===== src/rtl/l1_pwr_pkg.sv =====
package l1_pwr_pkg;
  localparam logic [3:0] CMD_L1_RST = 4'b0001;
  localparam logic [3:0] CMD_ZEROS  = 4'b0010;
  localparam logic [3:0] CMD_SZERO  = 4'b0011;
  localparam logic [3:0] CMD_ACT    = 4'b1000;
  localparam logic [3:0] CMD_LOOP   = 4'b1001;

  localparam logic [3:0] IND_DEACT  = 4'b1111;
  localparam logic [3:0] IND_ACTREQ = 4'b0100;
  localparam logic [3:0] IND_TEST   = 4'b1010;

  typedef struct packed {
    logic loop;
    logic zeros;
    logic act;
  } mode_t;
endpackage


===== src/rtl/l1_pwr_sync.sv =====
module l1_pwr_sync #(
  parameter int STAGES = 2
) (
  input  logic clk_i,
  input  logic rst_ni,
  input  logic d_i,
  output logic q_o
);
  logic [STAGES-1:0] sync_q;

  generate
    if (STAGES == 1) begin : g_one
      always_ff @(posedge clk_i or negedge rst_ni) begin
        if (!rst_ni) sync_q <= '0;
        else         sync_q <= d_i;
      end
    end else begin : g_chain
      always_ff @(posedge clk_i or negedge rst_ni) begin
        if (!rst_ni) sync_q <= '0;
        else         sync_q <= {sync_q[STAGES-2:0], d_i};
      end
    end
  endgenerate

  assign q_o = sync_q[STAGES-1];
endmodule


===== src/rtl/l1_pwr_cmd.sv =====
module l1_pwr_cmd
  import l1_pwr_pkg::*;
(
  input  logic       clk_i,
  input  logic       rst_ni,
  input  logic       we_i,
  input  logic [3:0] data_i,
  output mode_t      mode_o,
  output logic       l1_rst_o,
  output logic       szero_o
);
  mode_t mode_q;

  always_ff @(posedge clk_i or negedge rst_ni) begin
    if (!rst_ni) begin
      mode_q   <= '0;
      l1_rst_o <= 1'b0;
      szero_o  <= 1'b0;
    end else begin
      l1_rst_o <= we_i && (data_i == CMD_L1_RST);
      szero_o  <= we_i && (data_i == CMD_SZERO);
      if (we_i) begin
        case (data_i)
          CMD_L1_RST: mode_q       <= '0;
          CMD_LOOP:   mode_q.loop  <= 1'b1;
          CMD_ZEROS:  mode_q.zeros <= 1'b1;
          CMD_ACT:    mode_q.act   <= 1'b1;
          default:    ;
        endcase
      end
    end
  end

  assign mode_o = mode_q;
endmodule


===== src/rtl/l1_pwr_ind.sv =====
module l1_pwr_ind
  import l1_pwr_pkg::*;
(
  input  logic       clk_i,
  input  logic       rst_ni,
  input  mode_t      mode_i,
  input  logic       re_i,
  output logic [3:0] ind_o,
  output logic       irq_o
);
  logic [3:0] ind_q, ind_d;
  logic       irq_q;

  always_comb begin
    if (mode_i.loop || mode_i.zeros) ind_d = IND_TEST;
    else if (mode_i.act)             ind_d = IND_ACTREQ;
    else                             ind_d = IND_DEACT;
  end

  always_ff @(posedge clk_i or negedge rst_ni) begin
    if (!rst_ni) begin
      ind_q <= IND_DEACT;
      irq_q <= 1'b0;
    end else begin
      ind_q <= ind_d;
      // a fresh change outranks a read in the same cycle
      if (ind_d != ind_q) irq_q <= 1'b1;
      else if (re_i)      irq_q <= 1'b0;
    end
  end

  assign ind_o = ind_q;
  assign irq_o = irq_q;
endmodule


===== src/rtl/l1_pwr_gate.sv =====
module l1_pwr_gate #(
  parameter int NUM_EN      = 3,
  parameter bit PD_ON_RESET = 1'b1
) (
  input  logic              clk_i,
  input  logic              rst_ni,
  input  logic              line_i,
  input  logic              cmd_we_i,
  input  logic              re_i,
  output logic [NUM_EN-1:0] en_o
);
  logic woke_q, read_q;

  always_ff @(posedge clk_i or negedge rst_ni) begin
    if (!rst_ni) begin
      woke_q <= !PD_ON_RESET;
      read_q <= 1'b0;
    end else begin
      if (line_i || cmd_we_i) woke_q <= 1'b1;
      if (re_i)               read_q <= 1'b1;
    end
  end

  generate
    for (genvar i = 0; i < NUM_EN; i++) begin : g_en
      assign en_o[i] = woke_q && read_q;
    end
  endgenerate
endmodule


===== src/rtl/l1_pwr_ctrl.sv =====
module l1_pwr_ctrl
  import l1_pwr_pkg::*;
#(
  parameter int NUM_EN      = 3,
  parameter int SYNC_STAGES = 2,
  parameter bit PD_ON_RESET = 1'b1
) (
  input  logic              clk_i,
  input  logic              rst_ni,
  input  logic              line_active_i,
  input  logic              cmd_we_i,
  input  logic [3:0]        cmd_data_i,
  input  logic              ind_re_i,
  output logic [3:0]        ind_data_o,
  output logic              irq_o,
  output logic [NUM_EN-1:0] clk_en_o,
  output logic              loop_o,
  output logic              zeros_o,
  output logic              single_zero_o,
  output logic              l1_rst_o
);
  logic  line_s;
  mode_t mode;

  l1_pwr_sync #(.STAGES(SYNC_STAGES)) u_sync (
    .clk_i (clk_i),
    .rst_ni(rst_ni),
    .d_i   (line_active_i),
    .q_o   (line_s)
  );

  l1_pwr_cmd u_cmd (
    .clk_i   (clk_i),
    .rst_ni  (rst_ni),
    .we_i    (cmd_we_i),
    .data_i  (cmd_data_i),
    .mode_o  (mode),
    .l1_rst_o(l1_rst_o),
    .szero_o (single_zero_o)
  );

  l1_pwr_ind u_ind (
    .clk_i (clk_i),
    .rst_ni(rst_ni),
    .mode_i(mode),
    .re_i  (ind_re_i),
    .ind_o (ind_data_o),
    .irq_o (irq_o)
  );

  l1_pwr_gate #(.NUM_EN(NUM_EN), .PD_ON_RESET(PD_ON_RESET)) u_gate (
    .clk_i   (clk_i),
    .rst_ni  (rst_ni),
    .line_i  (line_s),
    .cmd_we_i(cmd_we_i),
    .re_i    (ind_re_i),
    .en_o    (clk_en_o)
  );

  assign loop_o  = mode.loop;
  assign zeros_o = mode.zeros;
endmodule


===== config.mk =====
export PLATFORM = sky130hd
export DESIGN_NAME = l1_pwr_ctrl
export DESIGN_NICKNAME = d
export VERILOG_FILES = /design/src/rtl/l1_pwr_pkg.sv /design/src/rtl/l1_pwr_sync.sv /design/src/rtl/l1_pwr_cmd.sv /design/src/rtl/l1_pwr_ind.sv /design/src/rtl/l1_pwr_gate.sv /design/src/rtl/l1_pwr_ctrl.sv
export SDC_FILE = /design/constraint.sdc
export NUM_CORES = 1
export LEC_CHECK = 0
export ABC_AREA = 0
export CAP_MARGIN = 10
export CORE_AREA = 4 4 41 43
export CTS_BUF_LIST = sky130_fd_sc_hd__clkbuf_8
export DETAILED_ROUTE_END_ITERATION = 6
export DIE_AREA = 0 0 45 47
export GPL_ROUTABILITY_DRIVEN = 0
export PLACE_DENSITY = 0.81
export SYNTH_ARGS = -nofsm -noshare
export SYNTH_HDL_FRONTEND = slang
export SYNTH_SLANG_ARGS = --single-unit

===== constraint.sdc =====
create_clock -name clk_i -period 1.8 [get_ports clk_i]
set_clock_uncertainty 0.2 [all_clocks]
set_input_delay 0.36 -clock clk_i [delete_from_list [all_inputs] [get_ports clk_i]]
set_output_delay 0.36 -clock clk_i [all_outputs]
set_load 0.01 [all_outputs]

==> results of run 1 <==
==> final cells by class <==
cell class / instances / area (µm²) / area share [%]
clock buffer: 3 / 41.29 / 5.340
clock inverter: 1 / 3.754 / 0.4854
inverter: 3 / 11.26 / 1.456
multi-input combinational: 24 / 162.7 / 21.04
sequential: 13 / 329.1 / 42.56
tap: 15 / 18.77 / 2.427
timing repair buffer: 22 / 206.4 / 26.70
==> worst reg2reg max path, delay by kind of cell (launching register included) <==
family          cells  cell delay [ps]
compound gates      2              260
buf+inv             1              150
simple gates        1              220
flops               1              380
==> registers in the layout, summed over array words and instances (netlist names) <==
name            cells
u_gate.read_q       1
u_sync.sync_q       2
u_ind.ind_o         3
u_ind.irq_o         1
u_cmd.szero_o       1
u_cmd.l1_rst_o      1
u_cmd.mode_o        3
u_gate.woke_q       1
==> timing repair <==
item                                    in CTS  in global routing
endpoints found under the setup margin       7                  0
setup buffers                                0                  0
gates resized for setup                      7                  0
==> stage by stage <==
stage | total power (W) | area, µm² | instances
2_1_floorplan | 0.0003555 | 525.5 | 43
3_3_place_gp | 0.0004159 | 737.0 | 77
3_5_place_dp | 0.0004180 | 737.0 | 77
4_1_cts | 0.0006524 | 773.2 | 81
5_1_grt | 0.0006751 | 773.2 | 81
6_report | 0.0006445 | 773.2 | 81
==> cell usage in the layout (no fill, tap or decap), drive strengths merged, types with 2 or more instances in the layout <==
cell           count
clkdlybuf4s50     13
dfrtp             10
dlygate4sd2        7
inv                4
nand2              4
nor2               3
clkbuf             3
dfstp              3
nor4b              2
a21oi              2
buf                2
nor3b              2
==> where the power goes <==
part / internal, W / switching [W]
combinational: 0.0000541 / 0.0000346
clock: 0.000149 / 0.0000844
sequential: 0.000311 / 0.0000115
total: 0.000514 / 0.000131
==> routing by layer <==
| layer | track usage (%) | vias to the layer above |
|---|---|---|
| li1 | - | 194 |
| met1 | 13.01 | 181 |
| met2 | 16.95 | 19 |
| met3 | 2.299 | 2 |
| met4 | 5.263 | 0 |
| met5 | 0 | - |
==> logic make-up after synthesis <==
logic type | synth area share (%)
DFF | 62.62
muxes | 2.856
and+or+nand+nor | 20.48
AOI/OAI and AO/OA | 7.619
buffers and inverters | 6.428
==> how the worst min path moves through the flow <==
stage	from	end	slack [ps]	depth (start not counted)
after floorplan	rst_ni	u_cmd.l1_rst_o$_DFF_PN0_	-140	0
after global placement	u_sync.sync_q[0]$_DFF_PN0_	u_sync.sync_q[1]$_DFF_PN0_	130	0
after detailed placement	u_sync.sync_q[0]$_DFF_PN0_	u_sync.sync_q[1]$_DFF_PN0_	130	0
after CTS	u_sync.sync_q[0]$_DFF_PN0_	u_sync.sync_q[1]$_DFF_PN0_	150	0
after global routing	u_sync.sync_q[0]$_DFF_PN0_	u_sync.sync_q[1]$_DFF_PN0_	150	0
final	u_sync.sync_q[0]$_DFF_PN0_	u_sync.sync_q[1]$_DFF_PN0_	140	0
==> flow_summary_export.csv, run 1 <==
group,metric,value,unit
timing,setup_viol,0,
logic_synthesis,synth_common_cells,"10 x dfrtp_1, 4 x nand2_1",
finish,antenna_cells,0,
timing,holdWs,144.9,ps
routing,drt-pass1-iter-count,3,
logic_synthesis,async_flop_share,100.0,%
logic_synthesis,syn-num-nets,52,
clocking,numCtsBuffers,3,
die,ios,21,
global_routing,track_usage,10.39,%
setup_path,setup.worst_path.start_class,"flip-flop",
hold_path,hp-class,"reg2reg",
pwr,p_per_area,833.5,nW/µm²
timing,slew_viol_final,0,
die,initial_utilization,40.38,%
routing,first_iter_violations,1,
routing,wl,924,µm
routing,vias,396,
setup_path,path_delay_family,"buffers and inverters",
die,die_x,45,µm
place,hpwl,764.1,µm
clocking,cts.sinks,13,
logic_synthesis,synth_top_area_cell,"dfrtp_1",
global_routing,grt_antenna_before_repair,0,
setup_path,end_kind,"output pin",
global_routing,grt_pass1_vias,383,
routing,wl_met3,88,µm
die,core_area,1301,µm²
setup_path,cp_num_cells,1,
setup_path,critPathMaxStageDelay,560,ps
routing,wl_per_cell,11.41,µm
logic_synthesis,yosysWarnings,0,
timing,min_period_over_period,96.33,%
clocking,hold_buffers,0,
timing,maxSlewHeadroom,64.73,%
routing,drcViolationCount,0,
status,outcome,"finished, final reports clean",
setup_path,rr_startpoint,"u_cmd.mode_o[1]$_DFFE_PN0P_",
timing,tns,0,ps
routing,met2WireLength,434,µm
pwr,p_leak,0.3429,nW
die,rows,13,
logic_synthesis,ys_ff_latch,13,
timing,fmax,576.7,MHz
timing,hold_viol,0,
global_routing,overflow,0,
routing,top_layer_used,"met4",
setup_path,path_buf_inv,1,
finish,area.growth.synth_to_final,47.14,%
clocking,clk_latency,230,ps
logic_synthesis,netlist_area,525.5,µm²
setup_path,rr_worst_depth,4,
logic_synthesis,synthFlopType,"dfrtp_1",
setup_path,crit_chain,"clkdlybuf4s50_1",
logic_synthesis,yosysMostFrequentCell,"dfrtp_1",
logic_synthesis,synth-seq-area-share,62.62,%
place,post-place-ws,-18.71,ps
routing,viasPerCell,4.889,
clocking,clock_path_buffers,2,
logic_synthesis,avgSynthCellArea,12.22,µm²
finish,drive_gt1_share,15.15,%
pwr,peakVddDrop,437.0,µV
setup_path,critPathLaunch,"u_cmd.mode_o[2]$_DFFE_PN0P_",
die,dieHeight,47,µm
logic_synthesis,synthTopCellsByArea,"dfrtp_1 48%, dfstp_2 15%, buf_4 4.3%",
setup_path,slowest_stage,"clkdlybuf4s50_1",
setup_path,cp-endpoint,"loop_o",
die,dieArea,2115,µm²
setup_path,critPathRequiredTime,1240,ps
global_routing,grt_pass1_wl,1.538,mm
global_routing,grt_max_degree,14,
finish,fin_util,59.42,%
logic_synthesis,ys_types,21,
place,port_buffers,20,
setup_path,cp.arrival,1170,ps
clocking,tritoncts,"yes",
clocking,root_buffer,"clkbuf_8",
finish,fillers,122,
setup_path,reg2reg_to,"u_ind.irq_o$_DFFE_PN0P_",
finish,fin_nets,76,
timing,tightestPinTransition,527.4,ps
timing,rsz0062_at_grt,"false",
logic_synthesis,synth_edf_count,0,
setup_path,ff2ff_setup_slack,450,ps
logic_synthesis,synthCells,43,
routing,ant_nets,0,
job,maxCapViolations,0,
timing,layout_setup_ws,65.99,ps
routing,wl_met1,396,µm
logic_synthesis,yosysTopAreaCellShare,47.62,%
timing,min_period,1734,ps
clocking,h-tree-depth,1,
setup_path,path_max_fanout,4,
clocking,path_clk_slew,50,ps
setup_path,worst-setup-path-type,"reg2out",
No activity file was read; power rests on OpenSTA's default activity.
==> inputs of run 2 (changes only) <==
--- a/config.mk
+++ b/config.mk
@@ -14,5 +14,7 @@
 export GPL_ROUTABILITY_DRIVEN = 0
 export PLACE_DENSITY = 0.81
+export SLEW_MARGIN = 10
 export SYNTH_ARGS = -nofsm -noshare
 export SYNTH_HDL_FRONTEND = slang
+export SYNTH_HIERARCHICAL = 1
 export SYNTH_SLANG_ARGS = --single-unit
==> constraint.sdc (replaced) <==
create_clock -name clk_i -period 1.8 [get_ports clk_i]
set_clock_uncertainty 0.2 [all_clocks]
set_input_delay 0.27 -clock clk_i [delete_from_list [all_inputs] [get_ports clk_i]]
set_output_delay 0.27 -clock clk_i [all_outputs]
set_load 0.01 [all_outputs]
==> run 2 against run 1 <==
Sequential share of layout area fell by 0.27 points. Cell count fell by 1.2%. Sequential power barely moved. Critical path depth rose by 1. Setup slack improved by 8.3 ps. Combinational power fell by 1%. Count of clock-buffer cells in the layout did not move. Die area did not move. Power rose by 0.91%. Clock power rose by 2%.
==> flow_summary_export.csv, run 2 <==
group,metric,value,unit
setup_path,setup.worst_path.start_class,"flip-flop",
global_routing,grt_pass1_vias,379,
logic_synthesis,syn-num-nets,52,
clocking,h-tree-depth,1,
logic_synthesis,synthFlopType,"dfrtp_1",
finish,fin_nets,75,
routing,drcViolationCount,0,
clocking,clock_path_buffers,2,
logic_synthesis,yosysTopAreaCellShare,47.85,%
logic_synthesis,synth_edf_count,0,
global_routing,grt_pass1_wl,1.580,mm
setup_path,path_max_fanout,3,
die,rows,13,
finish,fillers,121,
place,post-place-ws,70.97,ps
die,core_area,1301,µm²
pwr,p_leak,0.3610,nW
timing,slew_viol_final,0,
hold_path,hp-class,"reg2reg",
logic_synthesis,netlist_area,523.0,µm²
finish,layout_commonest_cell,"clkdlybuf4s50_1",
logic_synthesis,ys_ff_latch,13,
routing,wl_per_cell,12.25,µm
die,ios,21,
logic_synthesis,async_flop_share,100.0,%
timing,fmax,579.5,MHz
clocking,numCtsBuffers,3,
routing,vias,395,
clocking,clk_latency,230,ps
die,dieArea,2115,µm²
routing,viasPerCell,4.938,
global_routing,grt_antenna_before_repair,0,
routing,wl,980,µm
pwr,p_total,0.0006504,W
finish,antenna_cells,0,
die,die_x,45,µm
routing,drt-pass1-iter-count,4,
clocking,path_clk_slew,50,ps
finish,area.growth.synth_to_final,48.80,%
clocking,tritoncts,"yes",
place,hpwl,779.8,µm
finish,fin_cells,80,
place,placed_cells,76,
timing,setup_viol,0,
status,outcome,"finished, final reports clean",
logic_synthesis,synthTopCellsByArea,"dfrtp_1 48%, dfstp_2 15%, buf_4 4.3%",
finish,multi_input_area,160.2,µm²
setup_path,worst-setup-path-type,"reg2out",
finish,final_cell_mix,"16 x clkdlybuf4s50_1, 10 x dfrtp_1, 4 x inv_1, 4 x nand2_1",
setup_path,critPathRequiredTime,1330,ps
timing,min_period_over_period,95.87,%
clocking,cts.sinks,13,
logic_synthesis,synth_common_cells,"10 x dfrtp_1, 4 x nand2_1",
routing,first_iter_violations,4,
logic_synthesis,synth_top_area_cell,"dfrtp_1",
logic_synthesis,ys_types,21,
clocking,root_buffer,"clkbuf_8",
logic_synthesis,yosysWarnings,6,
global_routing,overflow,0,
global_routing,track_usage,10.49,%
logic_synthesis,avgSynthCellArea,12.16,µm²
logic_synthesis,synthCells,43,
pwr,p_per_area,835.7,nW/µm²
place,port_buffers,20,
timing,layout_setup_ws,74.27,ps
finish,fin_util,59.81,%
timing,tns,0,ps
job,maxCapViolations,0,
timing,maxSlewHeadroom,64.17,%
global_routing,grt_max_degree,14,
timing,min_period,1726,ps
timing,rsz0062_at_grt,"false",
setup_path,cp.arrival,1260,ps
setup_path,end_kind,"output pin",
logic_synthesis,yosysMostFrequentCell,"dfrtp_1",
routing,ant_nets,0,
finish,layout.area.seq,329.1,µm²
finish,drive_gt1_share,16.92,%
die,initial_utilization,40.19,%
timing,tightestPinTransition,535.7,ps
logic_synthesis,synth-seq-area-share,62.92,%
die,dieHeight,47,µm
timing,hold_viol,0,
pwr,peakVddDrop,468.6,µV
clocking,cts_setup_buffers,0,
-- run 2: per-layer routing --
metal / wire [µm] / vias to the layer above / GRT usage, %
li1: - / 193 / -
met1: 448 / 184 / 14.29
met2: 431 / 18 / 15.54
met3: 100 / 0 / 3.831
met4: 0 / 0 / 3.509
met5: 0 / - / 0
-- run 2: what timing repair did --
action,CTS,global route
endpoints found under the setup margin,2,3
hold buffers,0,0
endpoints found under the hold margin,0,0
gates resized for setup,1,3
gates cloned,0,0
-- run 2: worst paths after layout --
| check | start | to | slack (ps) | cells after the start |
|---|---|---|---|---|
| worst min-delay path | u_sync/sync_q[0]$_DFF_PN0_ | u_sync/sync_q[1]$_DFF_PN0_ | 150 | 0 |
| worst max-delay path | u_gate/woke_q$_DFFE_PN0P_ | clk_en_o[1] | 70 | 2 |
| worst max register to register | u_cmd/mode_o[1]$_DFFE_PN0P_ | u_ind/irq_o$_DFFE_PN0P_ | 230 | 3 |
| min in group asynchronous | rst_ni | u_cmd/szero_o$_DFF_PN0_ | 190 | 1 |
| worst min register to register | u_sync/sync_q[0]$_DFF_PN0_ | u_sync/sync_q[1]$_DFF_PN0_ | 150 | 0 |
| max in group asynchronous | rst_ni | u_ind/ind_o[0]$_DFF_PN1_ | 840 | 1 |
-- run 2: final cells by class --
class                   instances  share of cell area [%]
flip-flops and latches         13                   42.28
multi-input cells              24                   20.58
repair buffers                 21                   27.49
inverters                       3                   1.447
clock inverters                 1                  0.4823
well taps                      15                   2.412
clock buffers                   3                   5.305
-- run 2: logic make-up (layout without fill, tap and decap cells) --
group           count (synthesis)  in the layout  synth area share (%)
compound gates                  5              5                 6.459
buf+inv                         6             28                 6.459
mux                             1              1                 2.870
simple gates                   18             18                 21.29
flops                          13             13                 62.92
-- run 2: critical path: stages (launching register included) --
cell and delay [ps]:
dfrtp_1 330, and2_1 150, clkdlybuf4s50_1 540
-- run 2: per-stage QoR --
stage          instance area, µm²  hold WS (ps)
6_report                    778.2         150.2
5_1_grt                     778.2         149.5
4_1_cts                     770.7         147.9
3_5_place_dp                726.9         138.1
3_3_place_gp                726.9         133.2
2_1_floorplan               523.0        -225.6
-- run 2: report_power, final --
group          internal [W]  switching [W]  leakage (nW)  total (W)
Combinational     0.0000544      0.0000332         0.186  0.0000876
Sequential         0.000311      0.0000141         0.148   0.000325
Clock              0.000149      0.0000887        0.0269   0.000238
Total              0.000514       0.000136         0.361   0.000650
==> inputs of run 3 (changes only) <==
- CORE_AREA: 4 4 41 43 -> not set
- CORE_MARGIN: not set -> 4
- CORE_UTILIZATION: not set -> 38
- DIE_AREA: 0 0 45 47 -> not set
- PLACE_DENSITY: 0.81 -> 0.82
- clock period: 1.8 -> 1.5 ns (I/O delays scaled with it)
==> run 3 against run 2 <==
The flow now finishes with violations (negative setup slack). Register-to-register slack worse by 250 ps. Sequential power is 19% higher. Cell area is 7.7% higher. Power is 22% higher. Combinational power is 28% higher. First-iteration DRC count is 75% higher. Setup slack worse by 95 ps. Flip-flop and latch count stayed put. Die area is 3.8% lower. Global-route usage is 2.2 points higher.
==> flow_summary_export.csv, run 3 (synthesis results as in run 2) <==
group,metric,value,unit
status,outcome,"complete, but fails checks",
status,violations,"negative setup slack",
pwr,seq_power_share,49.0,%
die,core_area,1301,µm²
clocking,clk_latency,230,ps
place,post-place-ws,-119.5,ps
timing,rsz0062_at_grt,"true",
setup_path,path_max_fanout,4,
routing,wl_per_cell,11.97,µm
timing,layout_setup_ws,-20.37,ps
setup_path,slowest_stage,"dfstp_2",
routing,drcViolationCount,0,
timing,fmax,657.7,MHz
global_routing,grt_antenna_before_repair,0,
die,initial_utilization,40.19,%
global_routing,grt_pass1_vias,461,
routing,ant_nets,0,
hold_path,hp-class,"in2async",
die,die_x,45.10,µm
setup_path,critPathMaxStageDelay,540,ps
setup_path,cp_num_cells,2,
setup_path,cp.arrival,1440,ps
finish,fillers,115,
setup_path,critPathRequiredTime,1420,ps
clocking,cts.sinks,13,
timing,tns,-20.37,ps
pwr,combPwrFrac,14.2,%
timing,hold_viol,0,
pwr,peakVddDrop,519.8,µV
setup_path,crit_chain,"or4b_1 > a32o_1",
routing,viasPerCell,4.888,
routing,wl_met3,98,µm
clocking,clock_path_buffers,2,
finish,final_cell_mix,"10 x buf_4, 10 x dfrtp_1, 8 x clkdlybuf4s50_1",
pwr,p_int,0.0006200,W
timing,min_period,1520,ps
die,ios,21,
clocking,numCtsBuffers,3,
finish,fin_cells,89,
routing,met2WireLength,513,µm
clocking,tritoncts,"yes",
setup_path,end_kind,"flip-flop",
die,dieHeight,45.10,µm
routing,wl,1.065,mm
place,placed_cells,82,
setup_path,rr_worst_depth,2,
die,dieArea,2034,µm²
pwr,p_per_area,944.8,nW/µm²
clocking,path_clk_slew,50,ps
finish,area.growth.synth_to_final,60.29,%
timing,holdWs,87.76,ps
routing,wl_met1,453,µm
finish,drive_gt1_share,28.38,%
pwr,switchingPower,0.0001720,W
finish,layout.area.seq,329.1,µm²
clocking,root_buffer,"clkbuf_8",
routing,drt-pass1-iter-count,4,
pwr,p_leak,0.3850,nW
pwr,p_total,0.0007920,W
routing,first_iter_violations,7,
setup_path,path_buf_inv,0,
timing,slew_viol_final,0,
timing,maxSlewHeadroom,81.20,%
global_routing,overflow,0,
timing,tightestPinTransition,278.3,ps
job,maxCapViolations,0,
routing,top_layer_used,"met3",
clocking,h-tree-depth,1,
timing,setup_viol,1,
routing,vias,435,
finish,fin_nets,84,
timing,min_period_over_period,101.4,%
place,hpwl,854.3,µm
pwr,pwr-share-clk,36.8,%
global_routing,grt_max_degree,14,
setup_path,setup.worst_path.start_class,"flip-flop",
finish,multi_input_area,165.2,µm²
setup_path,path_delay_family,"flip-flops",
pwr,p_sw_share,21.72,%
setup_path,worst-setup-path-type,"reg2reg",
global_routing,track_usage,12.69,%
finish,antenna_cells,0,
die,rows,13,
global_routing,grt_pass1_wl,1.835,mm
place,port_buffers,20,
==> run 3: cell types whose count changed in the layout (fill, tap and decap cells not counted), sizes merged <==
cell,before,now
buf,1,10
clkdlybuf4s15,0,7
clkdlybuf4s50,16,8
dlygate4sd2,1,5
dlymetal6s2s,3,0
==> run 3: per-layer routing <==
layer / track usage [%] / vias up
met2: 20.90 / 23
met3: 3.586 / 0
li1: - / 208
met1: 15.44 / 204
met4: 5.263 / 0
met5: 0 / -
==> run 3: timing repair <==
item | CTS | global route
buffers inserted | 3 | 0
gates resized for setup | 12 | 8
setup endpoints to repair | 13 | 7
hold buffers | 0 | 0
hold endpoints to repair | 0 | 0
==> run 3: area by class of cell <==
cell class,instances,share of cell area (%)
multi-input combinational,24,19.70
clock inverter,1,0.4478
timing repair buffer,30,32.09
clock buffer,3,4.925
inverter,3,1.343
tap,15,2.239
sequential,13,39.25
==> run 3: power by group through the flow <==
stage	logic (W)	clock network [W]	registers (W)
6_report	0.000112	0.000291	0.000388
5_1_grt	0.000121	0.000325	0.000392
4_1_cts	0.000112	0.000303	0.000388
3_5_place_dp	0.000116	0	0.000395
3_3_place_gp	0.000113	0	0.000394
2_1_floorplan	0.0000278	0	0.000400
==> run 3: final timing paths <==
kind | startpoint | to | slack, ps
hold reg to reg | u_sync/sync_q[0]$_DFF_PN0_ | u_sync/sync_q[1]$_DFF_PN0_ | 160
min in group clk_i | u_sync/sync_q[0]$_DFF_PN0_ | u_sync/sync_q[1]$_DFF_PN0_ | 160
setup reg to reg | u_ind/ind_o[1]$_DFF_PN1_ | u_ind/irq_o$_DFFE_PN0P_ | -20
setup / recovery | u_ind/ind_o[1]$_DFF_PN1_ | u_ind/irq_o$_DFFE_PN0P_ | -20
max in group asynchronous | rst_ni | u_ind/ind_o[0]$_DFF_PN1_ | 780
hold / removal | rst_ni | u_sync/sync_q[0]$_DFF_PN0_ | 90
==> run 3: per-stage QoR <==
step / instance area, µm² / util (%)
2_1_floorplan: 523.0 / -
3_3_place_gp: 772.0 / 59.33
3_5_place_dp: 772.0 / 59.33
4_1_cts: 824.5 / 63.37
5_1_grt: 838.3 / 64.42
6_report: 838.3 / 64.42
